File: src/rtl/logbar_pkg.sv
package logbar_pkg;
  localparam int WORD_W    = 64;
  localparam int BASE_LSB  = 12;
  localparam int BASE_MSB  = 51;
  localparam int LEN_LSB   = 56;
  localparam int LEN_W     = 4;
  localparam int ALIGN_W   = 12;
  localparam int ADDR_W    = BASE_MSB + 1;
  localparam int CNT_W     = 1 << LEN_W;

  function automatic logic [WORD_W-1:0] keep_mask();
    logic [WORD_W-1:0] m;
    m = '0;
    for (int i = BASE_LSB; i <= BASE_MSB; i++) m[i] = 1'b1;
    for (int i = LEN_LSB; i < LEN_LSB + LEN_W; i++) m[i] = 1'b1;
    return m;
  endfunction

  typedef struct packed {
    logic              take;
    logic              drop;
    logic [WORD_W-1:0] word;
  } verdict_t;
endpackage

File: src/rtl/logbar_filter.sv
module logbar_filter
  import logbar_pkg::*;
#(
  parameter int MIN_LEN     = 8,
  parameter bit GATE_ON_RUN = 1'b1
) (
  input  logic              valid_i,
  input  logic [WORD_W-1:0] data_i,
  input  logic              running_i,
  output verdict_t          verdict_o
);
  localparam logic [WORD_W-1:0] MASK = keep_mask();

  logic [WORD_W-1:0] clean;
  logic              aligned;
  logic              len_ok;
  logic              blocked;

  always_comb begin
    clean   = data_i & MASK;
    aligned = (clean[BASE_LSB +: ALIGN_W] == '0);
    len_ok  = (clean[LEN_LSB +: LEN_W] >= LEN_W'(MIN_LEN));
    blocked = GATE_ON_RUN && running_i;
    verdict_o.word = clean;
    verdict_o.take = valid_i && aligned && len_ok && !blocked;
    verdict_o.drop = valid_i && !(aligned && len_ok && !blocked);
  end
endmodule

File: src/rtl/logbar_store.sv
module logbar_store
  import logbar_pkg::*;
#(
  parameter int RESET_LEN = 8
) (
  input  logic              clk,
  input  logic              rst_n,
  input  verdict_t          verdict_i,
  output logic [WORD_W-1:0] word_o,
  output logic              err_o
);
  localparam logic [WORD_W-1:0] RST_WORD =
    WORD_W'(RESET_LEN) << LEN_LSB;

  always_ff @(posedge clk or negedge rst_n) begin
    if (!rst_n) begin
      word_o <= RST_WORD;
      err_o  <= 1'b0;
    end else begin
      if (verdict_i.take) word_o <= verdict_i.word;
      err_o <= verdict_i.drop;
    end
  end
endmodule

File: src/rtl/logbar_ptrs.sv
module logbar_ptrs #(
  parameter int PTR_W = 19
) (
  input  logic             clk,
  input  logic             rst_n,
  input  logic             clear_i,
  input  logic             load_i,
  input  logic             sel_i,
  input  logic [PTR_W-1:0] data_i,
  output logic [PTR_W-1:0] head_o,
  output logic [PTR_W-1:0] tail_o
);
  localparam int NPTR = 2;
  logic [PTR_W-1:0] ptr_q [NPTR];

  for (genvar g = 0; g < NPTR; g++) begin : g_ptr
    always_ff @(posedge clk or negedge rst_n) begin
      if (!rst_n) ptr_q[g] <= '0;
      else if (clear_i) ptr_q[g] <= '0;
      else if (load_i && (sel_i == 1'(g))) ptr_q[g] <= data_i;
    end
  end

  assign head_o = ptr_q[0];
  assign tail_o = ptr_q[1];
endmodule

File: src/rtl/logbar_decode.sv
module logbar_decode
  import logbar_pkg::*;
#(
  parameter int ENTRY_LOG2 = 4
) (
  input  logic [WORD_W-1:0]           word_i,
  output logic [ADDR_W-1:0]           base_o,
  output logic [CNT_W-1:0]            count_o,
  output logic [CNT_W+ENTRY_LOG2-1:0] bytes_o
);
  logic [LEN_W-1:0] code;

  always_comb begin
    code    = word_i[LEN_LSB +: LEN_W];
    base_o  = word_i[ADDR_W-1:0];
    count_o = CNT_W'(1) << code;
    bytes_o = (CNT_W+ENTRY_LOG2)'(count_o) << ENTRY_LOG2;
  end
endmodule

File: src/rtl/logbar_slot.sv
module logbar_slot
  import logbar_pkg::*;
#(
  parameter int PTR_W       = 19,
  parameter int ENTRY_LOG2  = 4,
  parameter int MIN_LEN     = 8,
  parameter int RESET_LEN   = 8,
  parameter bit GATE_ON_RUN = 1'b1
) (
  input  logic                          clk,
  input  logic                          rst_n,
  input  logic                          wr_valid,
  output logic                          wr_ready,
  input  logic [WORD_W-1:0]             wr_data,
  input  logic                          log_running,
  input  logic                          ptr_wr_valid,
  input  logic                          ptr_wr_sel,
  input  logic [PTR_W-1:0]              ptr_wr_data,
  output logic [WORD_W-1:0]             rd_data,
  output logic [ADDR_W-1:0]             base_addr,
  output logic [CNT_W-1:0]              entry_count,
  output logic [CNT_W+ENTRY_LOG2-1:0]   byte_size,
  output logic [PTR_W-1:0]              head_ptr,
  output logic [PTR_W-1:0]              tail_ptr,
  output logic                          wr_err
);
  verdict_t verdict;

  assign wr_ready = 1'b1;

  logbar_filter #(.MIN_LEN(MIN_LEN), .GATE_ON_RUN(GATE_ON_RUN)) u_filter (
    .valid_i(wr_valid), .data_i(wr_data), .running_i(log_running),
    .verdict_o(verdict)
  );

  logbar_store #(.RESET_LEN(RESET_LEN)) u_store (
    .clk(clk), .rst_n(rst_n), .verdict_i(verdict),
    .word_o(rd_data), .err_o(wr_err)
  );

  logbar_ptrs #(.PTR_W(PTR_W)) u_ptrs (
    .clk(clk), .rst_n(rst_n), .clear_i(verdict.take),
    .load_i(ptr_wr_valid), .sel_i(ptr_wr_sel), .data_i(ptr_wr_data),
    .head_o(head_ptr), .tail_o(tail_ptr)
  );

  logbar_decode #(.ENTRY_LOG2(ENTRY_LOG2)) u_decode (
    .word_i(rd_data), .base_o(base_addr),
    .count_o(entry_count), .bytes_o(byte_size)
  );
endmodule

File: config.mk
export PLATFORM = sky130hd
export DESIGN_NAME = logbar_slot
export DESIGN_NICKNAME = d
export VERILOG_FILES = /design/src/rtl/logbar_pkg.sv /design/src/rtl/logbar_filter.sv /design/src/rtl/logbar_store.sv /design/src/rtl/logbar_ptrs.sv /design/src/rtl/logbar_decode.sv /design/src/rtl/logbar_slot.sv
export SDC_FILE = /design/constraint.sdc
export NUM_CORES = 1
export LEC_CHECK = 0
export BUFFER_PORTS_ARGS = -buffer_cell sky130_fd_sc_hd__buf_4
export CORE_MARGIN = 2
export CORE_UTILIZATION = 43
export DETAILED_ROUTE_END_ITERATION = 16
export PLACE_DENSITY_LB_ADDON = 0.08
export SYNTH_ARGS = -nofsm -noshare
export SYNTH_HDL_FRONTEND = slang
export SYNTH_HIERARCHICAL = 1
export SYNTH_SLANG_ARGS = --single-unit
File: constraint.sdc
create_clock -name clk -period 1 [get_ports clk]
set_input_delay 0.05 -clock clk [delete_from_list [all_inputs] [get_ports clk]]
set_output_delay 0.05 -clock clk [all_outputs]
set_load 0.01 [all_outputs]
==> results.rst, run 1 <==
.. list-table::
   :header-rows: 1

   * - Metric
     - Value
   * - Leakage power
     - 0.00452 uW
   * - Most numerous cell in the Yosys netlist
     - buf_4
   * - Initial antenna violation count
     - 0
   * - Worst-path fanout max
     - 17
   * - Number of distinct standard cells referenced by the synthesized netlist
     - 25
   * - Worst hold slack
     - 0.000659 ns
   * - Number of remaining DRC errors
     - 0
   * - Clock tree from TritonCTS
     - built
   * - Setup slack, reg-to-reg
     - 0.04 ns
   * - Worst ir drop on vdd
     - 0.710 mV
   * - Hold Path End
     - u_ptrs/head_o[16]
   * - Post-detail-place hpwl
     - 8.69 mm
   * - Fraction of final layout cells sized beyond drive strength 1
     - 0.632
   * - Min Clock Period, post-route
     - 1.49 ns
   * - Proportion of synthesized chip area in sequential cells
     - 0.442
   * - Fin. Hold Viols
     - 0
   * - RSZ-0062 raised after global routing
     - true
   * - Period utilization
     - 1.49
   * - Synthesized instance count
     - 452
   * - DR WL/cell
     - 15.7 um
   * - Reg2reg start
     - u_store/word_o[58]
   * - Synth top cells by count
     - buf_4 (143), dfrtp_1 (102), mux2_4 (60), nand2b_1 (58), mux2i_1 (38)
   * - Placer congestion estimate
     - 0.758
   * - Arrival time of data at the critical path endpoint
     - 1.44 ns
   * - Final nets
     - 783
   * - Crit path setup slack, layout
     - -0.495 ns
   * - Total gr overflow
     - 0
   * - Clock-pin slew on the worst setup and hold paths
     - 0.07 ns
   * - Worst-case reg-to-reg path depth
     - 2
   * - Netlist area before placement
     - 0.00583 mm^2
   * - Number of nets with antenna violations after detailed routing
     - 0
   * - Proportion of register bits with asynchronous set or reset after synthesis
     - 1.00
   * - Total power after layout
     - 9410 uW
   * - Max-slew violations
     - 0
   * - Die area
     - 0.0145 mm^2
   * - Final setup violation count
     - 138
   * - First-pass iteration count of the detailed router
     - 4
   * - Final Core Density
     - 0.673
   * - Count of standard-cell rows
     - 42
   * - Average cell area after synthesis
     - 12.9 um^2
   * - Clock tree skew after final layout
     - 0 ns
   * - Launching element type of the critical path
     - flip-flop
   * - Biggest area consumer among synthesized cells
     - dfrtp_1
   * - Failing checks
     - negative setup slack
   * - Worst EP required
     - 0.95 ns
   * - Start point of the worst min-delay path
     - ptr_wr_data[16]
   * - Via/cell ratio
     - 4.48
   * - Count of buffers inserted at the top-level ports
     - 255
   * - Pin count of the biggest net entering global routing
     - 31
   * - Setup TNS
     - -41.85 ns
   * - Sinks on Clock Net
     - 103
   * - Total length of routed wires
     - 13.7 mm
   * - Critical path start-end classification
     - flip-flop to primary output
   * - Fmax
     - 669 MHz
   * - Status
     - finished, violations left
   * - First-pass GRT wire length
     - 21.1 mm
   * - Endpoint of the lowest-slack register-to-register path
     - u_store/word_o[58]
   * - Global routing usage summed across all routing layers
     - 0.187
   * - Max-cap violations
     - 0
   * - Register bit total from synthesis
     - 103
   * - Floorplan core area
     - 0.0132 mm^2
   * - Class of the tightest hold or removal check
     - input port to flip-flop
   * - Maximum root-to-sink buffer count
     - 2
   * - Dominant cells by area after synthesis
     - dfrtp_1 (44%), buf_4 (18%), mux2_4 (15%)
   * - Commonest register cell after synthesis
     - dfrtp_1
   * - Die Height
     - 120 um
   * - Share of the synthesized area in the top cell type
     - 0.437
   * - Type of destination of the critical path
     - primary output
   * - Post-synth EDFFs
     - 0
   * - H-Tree Level Count
     - 3
   * - Floorplan die width
     - 120 um
   * - Effective utilization at floorplan
     - 0.441
   * - Clock latency of the later-clocked register in the worst-skew pair
     - 0.35 ns
   * - Layout area overhead
     - 52.6%
   * - Via count of the first global-routing pass
     - 3971
   * - Synth warn
     - 6
   * - CTS Root Buffer Type
     - clkbuf_16
   * - Total power divided by cell area
     - 1060 mW/mm^2
   * - Number of antenna repair diodes
     - 0
   * - Hold path depth
     - 3
   * - Number of DRC markers after the initial detailed-route iteration
     - 110
   * - Number of buffers created by CTS
     - 9
   * - Vias
     - 3917
   * - Number of ports placed on the die boundary
     - 281
   * - Fill cell count
     - 1002
## area by class of cell
type	count	area (um^2)	area share
flip-flops and latches	103	2580	0.290
repair buffers	368	3480	0.391
clock inverters	4	30.0	0.00337
inverters	1	3.75	0.000421
well taps	176	220	0.0247
clock buffers	12	246	0.0277
multi-input cells	211	2340	0.263
## power breakdown
part	internal, uW	leakage [uW]	switching (uW)	total (uW)
logic	915	0.00305	649	1560
registers	4400	0.00134	164	4560
clock network	1770	0.000133	1510	3280
## kinds of logic (layout without fill, tap and decap cells)
| kind of cell | after synthesis | in the layout | share of synthesized area |
|---|---|---|---|
| buffers and inverters | 160 | 385 | 0.219 |
| DFF | 103 | 103 | 0.442 |
| muxes | 102 | 102 | 0.227 |
| other | 3 | 25 | 0.00193 |
| and+or+nand+nor | 84 | 84 | 0.110 |
## sequential cells by signal, indices dropped and copies added (netlist names)
signal,count
u_store/word_o,64
u_store/err_o,1
u_ptrs/tail_o,19
u_ptrs/head_o,19
## worst max-delay path, cell delays in order, from the launching register on
cell	delay [ns]
dfstp_2	0.56
buf_12	0.15
and4bb_2	0.27
buf_6	0.12
## routing by layer
layer,part of all wire,vias up,track usage
met4,0.016,0,0.0669
met2,0.53,144,0.329
met1,0.40,1928,0.231
met3,0.052,17,0.0321
met5,0,-,0
li1,-,1828,-
## worst max-delay path by stage
stage                                   from                 end  cells after the start
after floorplan                  wr_data[23]  u_store/word_o[10]                      6
after global placement           log_running  u_store/word_o[63]                      6
after detailed placement         wr_data[23]  u_store/word_o[61]                      6
after CTS                 u_store/word_o[59]       byte_size[10]                      3
after global routing      u_store/word_o[59]      entry_count[8]                      3
final                     u_store/word_o[59]       byte_size[10]                      3
## stage by stage
stage          cells  instance area, um^2  worst slack (ns)
2_1_floorplan    474                 6020            -0.355
3_3_place_gp     776                 7260            -0.656
3_5_place_dp     776                 7260            -0.657
4_1_cts          872                 8820            -0.525
5_1_grt          875                 8910            -0.563
6_report         875                 8910            -0.495
## repair_timing
| action | in CTS | in global routing |
|---|---|---|
| gates resized for setup | 60 | 41 |
| endpoints found under the setup margin | 140 | 148 |
| buffers inserted | 14 | 13 |
| pin swaps | 2 | 6 |
| hold buffers | 52 | 1 |
| cloned | 14 | 2 |
| hold endpoints to repair | 167 | 2 |
## cells in the final DEF (no fill, tap or decap), types with 2 or more instances in the layout
master / instances
mux2i_1: 37
nor4_4: 3
buf_12: 23
clkbuf_16: 12
conb_1: 25
clkbuf_1: 2
buf_16: 5
mux2_4: 64
nand2b_1: 35
buf_4: 250
nor4b_4: 5
and4bb_2: 6
dfrtp_2: 5
buf_6: 29
and4b_1: 4
nand2b_4: 23
dfrtp_1: 97
dlygate4sd3_1: 53
buf_8: 5
(Power assumes the default switching activity.)
==> run 2: changes to the inputs <==
ABC_AREA = 1   (was default)
CORE_UTILIZATION = 42   (was 43)
==> run 2 against run 1 <==
- global-route usage rose by 2.0 points
- cell count rose by 24%
- largest cell class unchanged
- the flow still finishes with violations (negative setup slack)
- register-to-register slack improved by 0.09 ns
- wire length rose by 23%
- critical endpoint is now byte_size[19]
- sequential share of layout area fell by 0.39 points
- clock skew did not move
- combinational power fell by 9.6%
==> results.rst, run 2 <==
.. list-table::
   :header-rows: 1

   * - Metric
     - Value
   * - Number of buffers created by CTS
     - 9 (unchanged)
   * - Cell type with the highest occurrence count on the critical path
     - buf_4
   * - Cell depth of the worst setup path
     - 4 (+1)
   * - Floorplan die width
     - 118 um (-2.2%)
   * - Layout area overhead
     - 65.9%
   * - Count of standard-cell rows
     - 41 (-2.4%)
   * - Area of all placed cells without fillers
     - 0.00902 mm^2 (+1.3%)
   * - Arrival time of data at the critical path endpoint
     - 1.32 ns (-0.12 ns)
   * - Initial antenna violation count
     - 0 (unchanged)
   * - Post-synthesis mux area share
     - 0 (-0.227)
   * - Crit path setup slack, layout
     - -0.375 ns (+0.120 ns)
   * - Area fraction in compound gates after synthesis
     - 0.000920 (+0.000920)
   * - First-pass GRT wire length
     - 23.3 mm (+11%)
   * - Worst-path fanout max
     - 6 (-11)
   * - Xor and xnor area share after synthesis
     - 0 (unchanged)
   * - Worst EP required
     - 0.95 ns (about the same)
   * - Period utilization
     - 1.37 (-0.120)
   * - Failing checks
     - negative setup slack
   * - Number of distinct standard cells referenced by the synthesized netlist
     - 18 (-28%)
   * - Number of ports placed on the die boundary
     - 281 (unchanged)
   * - Kind of cell with the highest combined delay on the critical path
     - flip-flops
   * - Type of destination of the critical path
     - primary output
   * - Worst slew margin relative to its limit
     - 0.619
   * - Leakage power
     - 0.00510 uW (+13%)
   * - First-pass iteration count of the detailed router
     - 4 (unchanged)
   * - Total gr overflow
     - 0 (unchanged)
   * - Worst ir drop on vdd
     - 0.821 mV (+16%)
   * - Hold path depth
     - 4 (+1)
   * - Sinks on Clock Net
     - 103 (unchanged)
   * - Share of the synthesized area in the top cell type
     - 0.469 (+0.0317)
   * - Crit-path cells
     - buf_4, nand3_2, nor2_4, buf_4
   * - Final Core Density
     - 0.715 (+0.0425)
   * - Worst-case setup slack after placement
     - -0.439 ns (+0.218 ns)
   * - Effective utilization at floorplan
     - 0.431 (-0.00948)
   * - Number of DRC markers after the initial detailed-route iteration
     - 311 (+180%)
   * - Dominant cells by area after synthesis
     - dfrtp_1 (47%), buf_4 (19%), nand2_1 (19%)
   * - Biggest area consumer among synthesized cells
     - dfrtp_1
   * - Min Clock Period, post-route
     - 1.37 ns (-0.120 ns)
   * - Via/cell ratio
     - 4.53 (+1.2%)
   * - Fmax
     - 727 MHz (+8.8%)
   * - Pin count of the biggest net entering global routing
     - 47 (+52%)
   * - Most frequent cells in the layout
     - buf_4 (270), nand2_1 (214), dfrtp_1 (98)
   * - CTS Root Buffer Type
     - clkbuf_16
   * - Clock tree skew after final layout
     - 0 ns (unchanged)
   * - Proportion of synthesized chip area in sequential cells
     - 0.474 (+0.0320)
   * - Total length of routed wires
     - 16.9 mm (+23%)
   * - Main combinational cell family by area after synthesis
     - simple AND/OR/NAND/NOR gates
   * - Count of buffers inserted at the top-level ports
     - 255 (unchanged)
   * - Post-placement cell area
     - 0.00696 mm^2 (-4.1%)
   * - Cell type of the slowest stage on the worst timing path
     - dfrtp_2
   * - Max-slew violations
     - 0 (unchanged)
   * - RSZ-0062 raised after global routing
     - true
   * - Average cell area after synthesis
     - 8.17 um^2 (-37%)
   * - Flip-flop count of the largest register after layout
     - 64 (unchanged)
   * - Clock latency of the later-clocked register in the worst-skew pair
     - 0.34 ns (about the same)
   * - Die area
     - 0.0139 mm^2 (-4.4%)
   * - Synth top cells by count
     - nand2_1 (275), buf_4 (141), dfrtp_1 (102), nor2_1 (44), nand3_1 (34)
   * - Largest stage delay on the critical path
     - 0.47 ns (-0.09 ns)
   * - Commonest register cell after synthesis
     - dfrtp_1
   * - Critical path start-end classification
     - flip-flop to primary output
   * - Worst hold slack
     - 0.0247 ns (+0.0240 ns)
   * - Clock tree from TritonCTS
     - built
   * - Post-Synth Simple-Gate Area
     - 0.275 (+0.165)
   * - Most numerous cell in the Yosys netlist
     - nand2_1
   * - Via count of the first global-routing pass
     - 4534 (+14%)
   * - Die Height
     - 118 um (-2.2%)
   * - Fill cell count
     - 940 (-6.2%)
   * - Fraction of final layout cells sized beyond drive strength 1
     - 0.548 (-0.0841)
   * - Fin. Hold Viols
     - 0 (unchanged)
   * - Maximum root-to-sink buffer count
     - 2 (unchanged)
   * - H-Tree Level Count
     - 3 (unchanged)
   * - Clock-pin slew on the worst setup and hold paths
     - 0.07 ns (about the same)
   * - Synthesized instance count
     - 666 (+47%)
   * - CP bufs+invs
     - 2 (unchanged)
   * - Status
     - finished, violations left
   * - Worst-case reg-to-reg path depth
     - 3 (+1)
   * - Post-detail-place hpwl
     - 9.62 mm (+11%)
   * - Floorplan core area
     - 0.0126 mm^2 (-4.7%)
   * - Number of nets with antenna violations after detailed routing
     - 0 (unchanged)
   * - Worst Max-Slew Pin Slew
     - 0.570 ns
   * - Register bit total from synthesis
     - 103 (unchanged)
   * - Launching element type of the critical path
     - flip-flop
   * - Post-synth EDFFs
     - 0 (unchanged)
   * - Final setup violation count
     - 139 (+0.72%)
   * - Placer congestion estimate
     - 0.819 (+8.0%)
   * - Most common cell after layout, fill and taps aside
     - buf_4
   * - Number of antenna repair diodes
     - 0 (unchanged)
   * - Synth warn
     - 6 (unchanged)
   * - Global routing usage summed across all routing layers
     - 0.207 (+0.0202)
   * - Netlist area before placement
     - 0.00544 mm^2 (-6.8%)
   * - DR WL/cell
     - 15.5 um (-0.75%)
   * - Register with the most flip-flops
     - u_store/word_o
   * - Proportion of register bits with asynchronous set or reset after synthesis
     - 1.00 (unchanged)
   * - Adder and majority gate portion of the synthesized area
     - 0 (unchanged)
   * - Final nets
     - 996 (+27%)
   * - Vias
     - 4912 (+25%)
   * - Layout Cells excl Fill
     - 1084 (+24%)
   * - # placed instances
     - 981 (+26%)
   * - Class of the tightest hold or removal check
     - input port to flip-flop
   * - Number of remaining DRC errors
     - 0 (unchanged)
   * - Max-cap violations
     - 0 (unchanged)
   * - Total power divided by cell area
     - 1020 mW/mm^2 (-3.2%)
[run 2: timing repair]
item | in CTS | in global routing
pin swaps | 14 | 68
setup buffers | 13 | 16
endpoints found under the hold margin | 141 | 1
cloned | 6 | 16
endpoints found under the setup margin | 103 | 140
hold buffers | 39 | 1
resized for setup | 37 | 159
[run 2: final timing paths]
check                              startpoint                  to  slack [ns]
setup / recovery           u_store/word_o[57]       byte_size[19]       -0.37
hold / removal                    wr_data[59]  u_store/word_o[59]        0.02
setup reg to reg           u_store/word_o[59]  u_store/word_o[59]        0.13
hold reg to reg            u_store/word_o[61]  u_store/word_o[61]        0.48
max in group asynchronous               rst_n   u_ptrs/tail_o[11]        0.33
min in group asynchronous               rst_n  u_store/word_o[58]        0.14
[run 2: cell families after synthesis]
family	Yosys count
other	3
buffers and inverters	192
flip-flops	103
AND/OR/NAND/NOR	367
AO/OA/AOI/OAI	1
[run 2: layout make-up]
cell class	count	area, um^2	area share
clock buffers	11	243	0.0269
clock inverters	5	33.8	0.00374
inverters	30	163	0.0180
multi-input cells	393	2260	0.250
flip-flops and latches	103	2580	0.286
well taps	172	215	0.0238
repair buffers	370	3530	0.391
[run 2: worst reg2reg max path, stage by stage (launching register included)]
cell,delay (ns)
dfstp_2,0.58
buf_12,0.13
nand2_1,0.06
nand2_2,0.06
[run 2: metrics by stage]
step	power [uW]	setup TNS (ns)
6_report	9220	-22.26
3_3_place_gp	5720	-39.81
5_1_grt	9620	-29.02
4_1_cts	9150	-15.44
2_1_floorplan	5170	-11.25
3_5_place_dp	5730	-40.66
[run 2: power by group]
group	total, uW	internal [uW]	switching [uW]
sequential	4530	4360	166
combinational	1410	757	649
clock	3290	1750	1540
total	9220	6870	2350
[run 2: per-layer routing]
layer,part of all wire,track usage,up-vias,wire length [um]
met5,0,0,-,0
met4,0.012,0.0452,0,197
li1,-,-,2343,-
met3,0.061,0.0518,18,1030
met2,0.53,0.363,195,8990
met1,0.39,0.259,2356,6630
==> run 3: changes to the inputs <==
CORE_UTILIZATION = 38   (was 42)
SYNTH_HIERARCHICAL = default   (was 1)
==> run 3 against run 2 <==
- the run still ends with negative setup slack left
- clock skew is the same
- clock-buffer cell count is the same
- fmax shrank 0.64%
- power shrank 17%
- non-clock buffer count shrank 62
- wire length shrank 30%
- die area shrank 15%
- synthesized cell count shrank 28%
- cell count shrank 20%
- sequential share of layout area grew 0.65 points
- flip-flop and latch count shrank 20
- global-route usage shrank 1.1 points
==> results.rst, run 3 <==
.. list-table::
   :header-rows: 1

   * - Metric
     - Value
   * - Via count of the first global-routing pass
     - 3694 (-19%)
   * - Area of all placed cells without fillers
     - 0.00713 mm^2 (-21%)
   * - Max layer used
     - met4
   * - Total power after layout
     - 7680 uW (-17%)
   * - Biggest area consumer among synthesized cells
     - dfrtp_1
   * - Proportion of synthesized chip area in sequential cells
     - 0.499 (+0.0252)
   * - Crit path setup slack, layout
     - -0.383 ns (-0.00885 ns)
   * - Leakage power
     - 0.00381 uW (-25%)
   * - Die Height
     - 109 um (-7.8%)
   * - Worst-case setup slack after placement
     - -0.259 ns (+0.181 ns)
   * - Count of standard-cell rows
     - 38 (-7.3%)
   * - Routed length on met2
     - 6.35 mm (-29%)
   * - Total gr overflow
     - 0 (unchanged)
   * - RSZ-0062 raised after global routing
     - true
   * - Clock tree from TritonCTS
     - built
   * - Layout area overhead
     - 71.2%
   * - Sum of met3 wire segment lengths after detailed routing
     - 773 um (-25%)
   * - CTS Root Buffer Type
     - clkbuf_8
   * - Number of distinct standard cells referenced by the synthesized netlist
     - 19 (+1)
   * - Floorplan core area
     - 0.0107 mm^2 (-15%)
   * - Flip-flop count of the largest register after layout
     - 44 (-31%)
   * - Min Clock Period, post-route
     - 1.38 ns (+0.00885 ns)
   * - Status
     - finished, violations left
   * - Netlist area before placement
     - 0.00416 mm^2 (-23%)
   * - Maximum root-to-sink buffer count
     - 2 (unchanged)
   * - Clock tree skew after final layout
     - 0 ns (unchanged)
   * - Share of the synthesized area in the top cell type
     - 0.493 (+0.0238)
   * - Layout Cells excl Fill
     - 864 (-20%)
   * - Critical path start-end classification
     - flip-flop to primary output
   * - Synth top cells by count
     - buf_4 (93), nand2_1 (86), nand3_1 (84), dfrtp_1 (82), inv_1 (48)
   * - Average cell area after synthesis
     - 8.65 um^2 (+5.9%)
   * - Pin count of the biggest net entering global routing
     - 66 (+40%)
   * - Fill cell count
     - 882 (-6.2%)
   * - Number of DRC markers after the initial detailed-route iteration
     - 120 (-61%)
   * - Length of routed wiring on met1
     - 4.60 mm (-31%)
   * - Switching power as a share of total power
     - 0.264 (+0.00910)
   * - Total power divided by cell area
     - 1080 mW/mm^2 (+5.4%)
   * - Dominant cells by area after synthesis
     - dfrtp_1 (49%), buf_4 (17%), nand3_1 (10%)
   * - Count of buffers inserted at the top-level ports
     - 223 (-13%)
   * - Total net switching power
     - 2030 uW (-14%)
   * - Effective utilization at floorplan
     - 0.387 (-0.0437)
   * - Number of ports placed on the die boundary
     - 281 (unchanged)
   * - Final nets
     - 808 (-19%)
   * - Synth warn
     - 0 (-6)
   * - Sequential cell fraction of total power
     - 0.481 (-0.010)
   * - Setup TNS
     - -12.32 ns (+9.94 ns)
   * - Worst-path fanout max
     - 5 (-1)
   * - Die area
     - 0.0118 mm^2 (-15%)
   * - # placed instances
     - 778 (-21%)
   * - Most common cell after layout, fill and taps aside
     - buf_4
   * - Max-slew violations
     - 0 (unchanged)
   * - Clock power frac
     - 0.328 (-0.029)
   * - Via/cell ratio
     - 4.44 (-2.0%)
   * - Sinks on Clock Net
     - 83 (-19%)
   * - Total length of routed wires
     - 11.9 mm (-30%)
   * - Number of remaining DRC errors
     - 0 (unchanged)
   * - Arrival time of data at the critical path endpoint
     - 1.33 ns (about the same)
   * - Most frequent cells in the layout
     - buf_4 (196), nand2_1 (83), nand3_2 (80)
   * - First-pass GRT wire length
     - 18.1 mm (-22%)
   * - Type of destination of the critical path
     - primary output
   * - Clock-pin slew on the worst setup and hold paths
     - 0.08 ns (about the same)
   * - Post-synth EDFFs
     - 0 (unchanged)
   * - Fmax
     - 723 MHz (-0.64%)
   * - Initial antenna violation count
     - 0 (unchanged)
   * - Proportion of register bits with asynchronous set or reset after synthesis
     - 1.00 (unchanged)
   * - Fraction of final layout cells sized beyond drive strength 1
     - 0.539 (-0.00957)
   * - Clock latency of the later-clocked register in the worst-skew pair
     - 0.34 ns (about the same)
   * - Final setup violation count
     - 37 (-73%)
   * - Period utilization
     - 1.38 (+0.00885)
   * - Failing checks
     - negative setup slack
   * - Launching element type of the critical path
     - flip-flop
   * - Post-detail-place hpwl
     - 8.07 mm (-16%)
   * - Placer congestion estimate
     - 0.764 (-6.6%)
   * - Register with the most flip-flops
     - u_store.word_o
   * - DR WL/cell
     - 13.7 um (-12%)
   * - Fin. Hold Viols
     - 0 (unchanged)
   * - Share of total power in combinational logic
     - 0.190 (+0.038)
   * - Most numerous cell in the Yosys netlist
     - buf_4
   * - Number of buffers created by CTS
     - 9 (unchanged)
   * - Cell-internal power
     - 5650 uW (-18%)
   * - Number of nets with antenna violations after detailed routing
     - 0 (unchanged)
   * - Vias
     - 3837 (-22%)
   * - Number of antenna repair diodes
     - 0 (unchanged)
   * - Floorplan die width
     - 109 um (-7.8%)
   * - Synthesized instance count
     - 481 (-28%)
   * - Max-cap violations
     - 0 (unchanged)
   * - First-pass iteration count of the detailed router
     - 4 (unchanged)
   * - Register bit total from synthesis
     - 83 (-19%)
   * - Worst ir drop on vdd
     - 0.626 mV (-24%)
   * - Commonest register cell after synthesis
     - dfrtp_1
   * - H-Tree Level Count
     - 3 (unchanged)
   * - Global routing usage summed across all routing layers
     - 0.197 (-0.0106)
   * - Post-placement cell area
     - 0.00599 mm^2 (-14%)
   * - Worst EP required
     - 0.95 ns (about the same)
   * - Class of the tightest hold or removal check
     - input port to flip-flop
-- run 3: cell types whose count changed after synthesis, sizes merged --
| cell | delta |
|---|---|
| dfrtp | -20 |
| clkbuf | +3 |
| o21ai | +31 |
| a21oi | -1 |
| buf | -49 |
| nand2 | -190 |
| nor2 | -21 |
| clkinv | +3 |
| inv | +18 |
| conb | -1 |
| nand3 | +41 |
| a21boi | +1 |
-- run 3: final cells by class --
type	count	area (um^2)	area share
timing repair buffer	308	2740	0.384
clock inverter	5	61.3	0.00860
inverter	51	221	0.0311
sequential	83	2090	0.293
multi-input combinational	266	1690	0.238
tap	140	175	0.0246
clock buffer	11	151	0.0212
-- run 3: repair_timing --
item                                    4_1_cts  5_1_grt
hold buffers                                 52        0
buffers inserted                              1       17
endpoints found under the setup margin       50       88
resized for setup                            35       36
hold endpoints to repair                    152        0
-- run 3: routing by layer --
layer	track usage	up-vias
met4	0.0714	0
met5	0	-
li1	-	1847
met3	0.0406	16
met2	0.353	157
met1	0.232	1817
-- run 3: path summary, 6_finish.rpt --
kind | from | to | slack [ns] | cells past startpoint
max in group asynchronous | rst_n | u_store.word_o[32] | 0.33 | 3
hold / removal | wr_data[13] | u_store.err_o | 0.11 | 5
hold reg to reg | u_store.word_o[16] | u_store.word_o[16] | 0.50 | 2
min in group asynchronous | rst_n | u_ptrs.tail_o[11] | 0.14 | 2
setup reg to reg | u_store.word_o[59] | u_store.word_o[59] | 0 | 4
setup / recovery | u_store.word_o[58] | entry_count[6] | -0.38 | 4
-- run 3: cell families after synthesis --
group | count (synthesis) | share of synthesized area
simple gates | 197 | 0.206
buf+inv | 167 | 0.253
flops | 83 | 0.499
compound gates | 32 | 0.0400
other cells | 2 | 0.00180
-- run 3: power groups by stage --
stage,logic (uW),clock network [uW],registers [uW]
floorplan,511,0,3840
global placement,1210,0,3770
detailed placement,1230,0,3770
CTS,1400,2610,3710
global route,1620,2730,3720
finish,1460,2520,3690
-- run 3: stage by stage --
stage	util	hold slack, ns
after detailed placement	0.557	-0.0411
after floorplan	-	-0.246
final	0.663	0.114
after global routing	0.663	0.135
after CTS	0.639	0.0984
after global placement	0.557	-0.0429
-- run 3: worst max-delay path: stages, from the launching register on --
cell and delay, ns:
dfrtp_2 0.46, buf_12 0.13, nand3_2 0.11, nor2_2 0.15, buf_4 0.14
